`src/rtl/spi_divclk_master.sv`:
```
module spi_divclk_master #(
  parameter int FIFO_DEPTH = 4,
  parameter int CNT_W      = 12
) (
  input  logic       clk,
  input  logic       rst_n,
  input  logic       bus_wr,
  input  logic       bus_rd,
  input  logic [2:0] bus_addr,
  input  logic [7:0] bus_wdata,
  output logic [7:0] bus_rdata,
  output logic       sck,
  output logic       mosi,
  input  logic       miso,
  output logic [3:0] cs_n
);
  localparam int PW = $clog2(FIFO_DEPTH);
  localparam int CW = PW + 1;

  logic [7:0] ctrl_q, ext_q, param_q, csr_q, timing_q;
  logic       done_q, wcol_q;
  logic [7:0] tx_mem [FIFO_DEPTH];
  logic [7:0] rx_mem [FIFO_DEPTH];
  logic [PW-1:0] tx_wp, tx_rp, rx_wp, rx_rp;
  logic [CW-1:0] tx_cnt, rx_cnt;
  logic          busy, lvl;
  logic [CNT_W-1:0] cnt;
  logic [3:0]    edge_no;
  logic [7:0]    sh, rsh;
  logic [3:0]    div_log2;

  wire en   = ctrl_q[6];
  wire cpol = ctrl_q[3];
  wire cpha = ctrl_q[2];
  wire [3:0] div_code = {ext_q[1:0], ctrl_q[1:0]};

  always_comb begin
    case (div_code)
      4'd0:    div_log2 = 4'd1;
      4'd1:    div_log2 = 4'd2;
      4'd4:    div_log2 = 4'd3;
      4'd2:    div_log2 = 4'd4;
      4'd3:    div_log2 = 4'd5;
      4'd5:    div_log2 = 4'd6;
      4'd6:    div_log2 = 4'd7;
      4'd7:    div_log2 = 4'd8;
      4'd8:    div_log2 = 4'd9;
      4'd9:    div_log2 = 4'd10;
      4'd10:   div_log2 = 4'd11;
      default: div_log2 = 4'd12;
    endcase
  end

  wire [CNT_W-1:0] half_m1 = (CNT_W'(1) << (div_log2 - 4'd1)) - CNT_W'(1);

  wire tx_full  = tx_cnt == CW'(FIFO_DEPTH);
  wire tx_empty = tx_cnt == '0;
  wire rx_full  = rx_cnt == CW'(FIFO_DEPTH);
  wire rx_empty = rx_cnt == '0;

  wire wr_data = bus_wr && bus_addr == 3'd2;
  wire rd_data = bus_rd && bus_addr == 3'd2 && !rx_empty;
  wire tx_push = wr_data && !tx_full;
  wire start   = en && !busy && !tx_empty;
  wire tick    = busy && cnt == half_m1;
  wire last    = tick && edge_no == 4'd15;
  wire rx_push = last && !rx_full;
  wire [7:0] rx_byte = cpha ? {rsh[6:0], miso} : rsh;
  wire [7:0] status  = {done_q, wcol_q, 1'b0, busy, tx_full, tx_empty, rx_full, rx_empty};

  always_ff @(posedge clk or negedge rst_n) begin
    if (!rst_n) begin
      ctrl_q <= '0; ext_q <= '0; param_q <= '0; csr_q <= '0; timing_q <= '0;
      done_q <= 1'b0; wcol_q <= 1'b0;
    end else begin
      if (bus_wr) begin
        case (bus_addr)
          3'd0: ctrl_q <= bus_wdata;
          3'd1: begin
            if (bus_wdata[7]) done_q <= 1'b0;
            if (bus_wdata[6]) wcol_q <= 1'b0;
          end
          3'd3: ext_q    <= bus_wdata;
          3'd4: param_q  <= bus_wdata;
          3'd5: csr_q    <= bus_wdata;
          3'd6: timing_q <= bus_wdata;
          default: ;
        endcase
      end
      if (last) done_q <= 1'b1;
      if (wr_data && tx_full) wcol_q <= 1'b1;
    end
  end

  always_ff @(posedge clk or negedge rst_n) begin
    if (!rst_n) begin
      tx_wp <= '0; tx_rp <= '0; tx_cnt <= '0;
      rx_wp <= '0; rx_rp <= '0; rx_cnt <= '0;
    end else begin
      if (tx_push) begin
        tx_mem[tx_wp] <= bus_wdata;
        tx_wp <= tx_wp + PW'(1);
      end
      if (start) tx_rp <= tx_rp + PW'(1);
      tx_cnt <= tx_cnt + CW'(tx_push) - CW'(start);
      if (rx_push) begin
        rx_mem[rx_wp] <= rx_byte;
        rx_wp <= rx_wp + PW'(1);
      end
      if (rd_data) rx_rp <= rx_rp + PW'(1);
      rx_cnt <= rx_cnt + CW'(rx_push) - CW'(rd_data);
    end
  end

  always_ff @(posedge clk or negedge rst_n) begin
    if (!rst_n) begin
      busy <= 1'b0; lvl <= 1'b0; cnt <= '0; edge_no <= '0; sh <= '0; rsh <= '0;
    end else if (!en) begin
      busy <= 1'b0; lvl <= 1'b0; cnt <= '0;
    end else if (start) begin
      busy <= 1'b1; lvl <= 1'b0; cnt <= '0; edge_no <= '0;
      sh <= tx_mem[tx_rp];
    end else if (busy) begin
      if (tick) begin
        cnt     <= '0;
        lvl     <= ~lvl;
        edge_no <= edge_no + 4'd1;
        if (!edge_no[0]) begin
          if (!cpha) rsh <= {rsh[6:0], miso};
          else if (edge_no != 4'd0) sh <= {sh[6:0], 1'b0};
        end else begin
          if (cpha) rsh <= {rsh[6:0], miso};
          else sh <= {sh[6:0], 1'b0};
        end
        if (last) busy <= 1'b0;
      end else begin
        cnt <= cnt + CNT_W'(1);
      end
    end
  end

  assign sck  = lvl ^ cpol;
  assign mosi = sh[7];

  for (genvar i = 0; i < 4; i++) begin : g_cs
    assign cs_n[i] = csr_q[i] ? csr_q[i+4] : 1'b1;
  end

  always_comb begin
    case (bus_addr)
      3'd0:    bus_rdata = ctrl_q;
      3'd1:    bus_rdata = status;
      3'd2:    bus_rdata = rx_empty ? 8'h00 : rx_mem[rx_rp];
      3'd3:    bus_rdata = ext_q;
      3'd4:    bus_rdata = param_q;
      3'd5:    bus_rdata = csr_q;
      3'd6:    bus_rdata = timing_q;
      default: bus_rdata = 8'h00;
    endcase
  end
endmodule

```
`config.mk`:
```
export PLATFORM = sky130hd
export DESIGN_NAME = spi_divclk_master
export DESIGN_NICKNAME = d
export VERILOG_FILES = /design/src/rtl/spi_divclk_master.sv
export SDC_FILE = /design/constraint.sdc
export NUM_CORES = 1
export LEC_CHECK = 0
export BUFFER_PORTS_ARGS = -buffer_cell sky130_fd_sc_hd__buf_2
export CAP_MARGIN = 20
export CELL_PAD_IN_SITES_DETAIL_PLACEMENT = 0
export CELL_PAD_IN_SITES_GLOBAL_PLACEMENT = 1
export CORE_MARGIN = 2
export CORE_UTILIZATION = 40
export CTS_CLUSTER_SIZE = 10
export DETAILED_ROUTE_END_ITERATION = 8
export PLACE_DENSITY_LB_ADDON = 0.1
export SLEW_MARGIN = 15
export SYNTH_ARGS = -nofsm -noshare
export SYNTH_HDL_FRONTEND = slang
export SYNTH_SLANG_ARGS = --single-unit
```
`constraint.sdc`:
```
create_clock -name clk -period 6.3 [get_ports clk]
set_clock_uncertainty 0.05 [all_clocks]
set_input_delay 0.63 -clock clk [delete_from_list [all_inputs] [get_ports clk]]
set_output_delay 0.63 -clock clk [all_outputs]
set_load 0.1 [all_outputs]
```
### Word-level counts from Yosys, hierarchy flattened

Memory sizes are Yosys's and may differ from the RTL's.
Cells that the tools add are included.

* register bits after elaboration: 90
* RAM bits: 64
* ROM bits: 64
* input port bits: 16
* output and inout bits: 14
* logic and storage cells: 138
* memories kept: 3

Memories
* (name not given): words 16, bits a word 4, read ports 1, clocked after memory_dff 0, wr ports 0, line 38 `case (div_code)`
* rx_mem: words 4, bits a word 8, read ports 1, clocked after memory_dff 0, wr ports 1, line 23 `logic [7:0] rx_mem [FIFO_DEPTH];`
* tx_mem: words 4, bits a word 8, read ports 1, clocked after memory_dff 0, wr ports 1, line 22 `logic [7:0] tx_mem [FIFO_DEPTH];`

* $add $sub $neg: 12
* equal/unequal tests: 14
* shift operators: 1
* multiplexer cells: 44
* bitwise gates (word level): 3
* reductions and logical operators: 42

Operator list (count)
* 2-to-1 mux 8 bit: 11
* one-hot mux 8 bit (7 select lines): 1
* 2-to-1 mux 12 bit: 4
* 2-to-1 mux 1 bit: 25
* nonzero test 2 bit: 8
* equality test 3 bit (second input constant): 5
* adder 12 x 1 -> 12 bit (second input constant): 1
* equality test 12 bit: 1
* logical AND 1 bit: 12
* 2-to-1 mux 4 bit: 3
* AND reduction 2 bit: 6
* left shift 1 x 4 -> 12 bit (first input constant): 1
* subtractor 12 x 2 -> 12 bit (second input constant): 1
* logical NOT 3 bit: 3
* AND reduction 3 bit: 3
* adder 2 x 1 -> 2 bit (second input constant): 4
* adder 3 x 1 -> 3 bit: 2
* equality test 3 x 2 -> 1 bit (second input constant): 2
* inequality test 3 x 1 -> 1 bit (second input constant): 2
* AND reduction 6 bit: 1
* nonzero test 3 bit: 2
* subtractor 3 x 1 -> 3 bit: 2
* logical NOT 1 bit: 5
* AND reduction 5 bit: 1
* 9 further kinds: 10

### Longest topological paths before layout

An unclocked memory read counts as a cell.

* word-level depth: 12
* mapped depth: 20

### Least setup slack after synthesis

Ideal clock, no wire load.

* path type: register to register
* start: register ctrl_q[0]
* end: register rx_cnt[2]
* setup time: 0.123 ns
* data arrival time: 4.217 ns
* required time: 6.127 ns
* setup slack: 1.910 ns
* cell stages (with the launch flop): 17
* buffers on the path: 1
* cells stage by stage: dfrtp_1 -> ha_1 -> or2_1 -> or3_4 -> ha_1 -> buf_2 -> a221oi_1 -> and2_1 -> a221oi_1 -> or3_4 -> a2111oi_4 -> inv_1 -> ha_1 -> inv_1 -> ha_1 -> fa_1 -> xnor2_1

* word-level cells in the longest chain between the ends: 10

Ends and longest elaborated chain
* start, declared: line 20 `logic [7:0] ctrl_q, ext_q, param_q, csr_q, timing_q;`
* start signal, assigned: line 78 `3'd0: ctrl_q <= bus_wdata;`
* memory (16 x 4 bit)
* subtractor 4 x 1 -> 4 bit: line 54 `wire [CNT_W-1:0] half_m1 = (CNT_W'(1) << (div_log2 - 4'd1)) - CNT_W'(1);`
* left shift 1 x 4 -> 12 bit: line 54
* subtractor 12 x 2 -> 12 bit: line 54
* equality test 12 bit: line 65 `wire tick = busy && cnt == half_m1;`
* logical AND 1 bit: line 65
* logical AND 1 bit: line 66 `wire last = tick && edge_no == 4'd15;`
* logical AND 1 bit: line 67 `wire rx_push = last && !rx_full;`
* adder 3 x 1 -> 3 bit: line 111 `rx_cnt <= rx_cnt + CW'(rx_push) - CW'(rd_data);`
* subtractor 3 x 1 -> 3 bit: line 111
* end signal, assigned: line 111
* end, declared: line 25 `logic [CW-1:0] tx_cnt, rx_cnt;`

No other way between the ends.
A chain may end at the register's enable or synchronous reset.

### Worst setup path after layout

Ends and elaborated chain as after synthesis.

==> results.toml <==
[worst_setup_path]
slowest_stage = "dfrtp_1"
path_delay_family = "adder cells"
worst-path-buf-inv = 2
cpMostUsedCell = "ha_1"
path_class = "reg -> reg"
crit_path_max_fanout = 21
crit_start = "ctrl_q[0]"
r2r_start = "ctrl_q[0]"
startpoint_type = "flop"
cp.required_ps = 6550
path_cells = "ha_1 -> or2_1 -> or3_4 -> ha_1 -> a221oi_1 -> and2_1 -> a221oi_1 -> or3_4 -> a2111oi_4 -> inv_1 -> ha_1 -> inv_1 -> ha_1 -> fa_1 -> xnor2_1"
crit_path_max_incr_delay_ps = 760
cp.arrival_ps = 5540
cp-end-kind = "flop"

[placement]
gp_congestion = 0.804
dpl.hpwl_um = 12100
io_buffers = 29
dp_slack_ps = 1060
dp_cells = 883
dpl_cell_area_um2 = 8090

[timing]
fmax_mhz = 189
setup_viol = 0
fin_ws_ps = 1010
period_needed_ps = 5290
max_slew_margin_pct = 46.1
rsz0062_at_grt = "no"
timing.final.crit_share_pct = 83.9
fin_setup_tns_ps = 0
worstMarginPinSlew_ps = 809
maxSlewViolCount = 0
hold_violations = 0

[logic_synthesis]
syn_area_um2 = 7770
synth-seq-area-share_pct = 53.7
ys_warn_count = 0
synthFlopType = "dfrtp_1"
synth_seq_cells = 154
syn_nets = 661
syn_inst = 626
synth_edf_count = 64
ys_async_sr_fraction_pct = 58.4
synth_area_per_cell_um2 = 12.4
yosysUniqueCellTypes = 68

[grt]
grt_pass1_vias = 5084
grt_pass1_wl_um = 28400
grt_start_max_net_pins = 56
grt_usage_pct = 18.4
antenna_found_initial = 0
grt-ovfl-total = 0

[clock_network]
cts_max_level = 4
clock_path_buffers = 2
cts_tree = "yes"
cts_made_buffers = 17
cts_num_sinks = 154
clk-insertion-delay-late_ps = 420
cts_setup_buffers = 0
cts_resized = 0
root_buffer = "clkbuf_16"
clk_pin_slew_ps = 70
hold_buffers = 0

[floorplan]
ios = 30
dieArea_um2 = 20600
rows = 50
start_util_pct = 41.2
coreArea_um2 = 18900
die_w_um = 143
die_h_um = 143

[worst_hold_path]
min_path_type = "in -> async"

[outcome]
status = "finished clean"

[route]
wl_per_cell_um = 18.9
firstDrtPassIters = 4
drc = 0
vias = 4919
via_per_inst = 5.38
drtAntennaViolNets = 0
wirelength_um = 17300
drtIter0Drc = 280

[finish]
seq_area_um2 = 4170
stdcell_count = 915
area_delta_synth_final_pct = 11.4
multi_input_area_um2 = 3350
num-fill-cells = 1765
layout.nets = 677
num_antenna_cells = 0
drive_gt1_share_pct = 22.4
fin_area_um2 = 8660

[power]
powerDensity_nw_per_um2 = 374
p_leak_nw = 3.56
max-vdd-ir-drop_mv = 0.258
p_total_mw = 3.24

[job]
drv_cap = 0
[synth_stat cells (4+ instances only)]
library cell | n | area (µm²)
dfrtp_1 | 90 | 2250
edfxtp_1 | 64 | 1920
nand2_1 | 59 | 221
mux2_2 | 50 | 563
nand3_1 | 26 | 130
nor2_1 | 25 | 93.8
o21ai_0 | 25 | 125
inv_1 | 23 | 86.3
clkbuf_1 | 18 | 67.6
ha_1 | 17 | 213
a21oi_1 | 16 | 80.1
mux4_2 | 16 | 360
xnor2_1 | 16 | 140
and3_1 | 15 | 93.8
xor2_1 | 14 | 123
a22oi_1 | 12 | 90.1
o211ai_1 | 10 | 75.1
mux2i_1 | 9 | 90.1
mux2_4 | 8 | 120
nand2b_1 | 8 | 50.1
buf_2 | 6 | 30.0
nor2b_1 | 6 | 37.5
a221oi_1 | 5 | 43.8
and2_1 | 5 | 31.3
nor3_1 | 5 | 25.0
nand3b_1 | 4 | 30.0
nand4_1 | 4 | 25.0
o31ai_1 | 4 | 30.0
or3_1 | 4 | 25.0
[per-stage QoR]
stage	hold slack, ps	utilization, %
floorplan	284	-
global placement	419	42.8
detailed placement	417	42.8
CTS	148	45.9
global route	160	45.9
finish	137	45.9
[cell usage in the layout (no fill, tap or decap), drive strengths merged, types with 3 or more instances in the layout]
cell type  count
or2            4
edfxtp        64
o211ai        10
or4            3
nor2          25
a221oi         5
mux4          16
dfrtp         90
and2           5
nand2         59
mux2i          9
a22oi         13
nand2b         9
clkbuf        18
or3            6
o21ai         27
mux2          58
nor3b          3
xnor2         17
inv           30
nor3           5
buf           30
xor2          14
nor2b          6
and3          15
nand4          4
clkinv         4
nand3b         4
a21oi         16
ha            17
o31ai          4
nand3         26
a21o           3
[layout make-up]
cell class                 count  share of cell area (%)
sequential                   154                    48.2
timing repair buffer          30                    1.79
tap                          260                    3.76
inverter                      23                   0.997
clock buffer                  18                    5.07
multi-input combinational    416                    38.7
clock inverter                14                    1.55
[routing by layer]
metal  routed length, µm  up-vias  track usage [%]
met1                8230     2496             25.5
met3                 411       18             3.80
met5                   0        -                0
met2                8380       78             28.9
li1                    -     2327                -
met4                 308        0             6.19
[registers in the layout, indices dropped and copies added, names as in the netlist]
signal and count:
tx_mem 32, rx_cnt 3, done_q 1, ext_q 8, csr_q 8, rsh 8, tx_wp 2, tx_cnt 3
param_q 8, cnt 12, rx_wp 2, wcol_q 1, timing_q 8, rx_rp 2, ctrl_q 8, rx_mem 32
sh 8, busy 1, lvl 1, edge_no 4, tx_rp 2
[kinds of logic after synthesis]
family,Yosys count,share of synthesized area (%)
buf+inv,56,3.23
mux,83,14.6
simple gates,186,12.9
xor+xnor,32,3.88
compound gates,95,8.38
flops,154,53.7
fa+ha+maj,20,3.38
[final timing paths]
check                                  to  slack [ps]  cells after the start
worst max-delay path            rx_cnt[2]        1010                     15
worst min-delay path              cnt[10]         140                      1
worst max register to register  rx_cnt[2]        1010                     15
worst min register to register     done_q         430                      1
max in group asynchronous       tx_cnt[2]        4910                      2
min in group clk                   rsh[0]         410                      2
[worst reg2reg max path, cell delays in order, from the launching register on]
cell	delay [ps]
dfrtp_1	760
ha_1	500
or2_1	320
or3_4	400
ha_1	320
a221oi_1	430
and2_1	180
a221oi_1	100
or3_4	450
a2111oi_4	500
inv_1	90
ha_1	280
inv_1	40
ha_1	190
fa_1	410
xnor2_1	140
[power by group]
| group | switching, mW | total (mW) | internal, mW |
|---|---|---|---|
| Clock | 0.432 | 0.996 | 0.563 |
| Combinational | 0.522 | 0.885 | 0.363 |
| Sequential | 0.182 | 1.36 | 1.18 |
| Total | 1.14 | 3.24 | 2.10 |
Power figures use the tool's default switching activity.
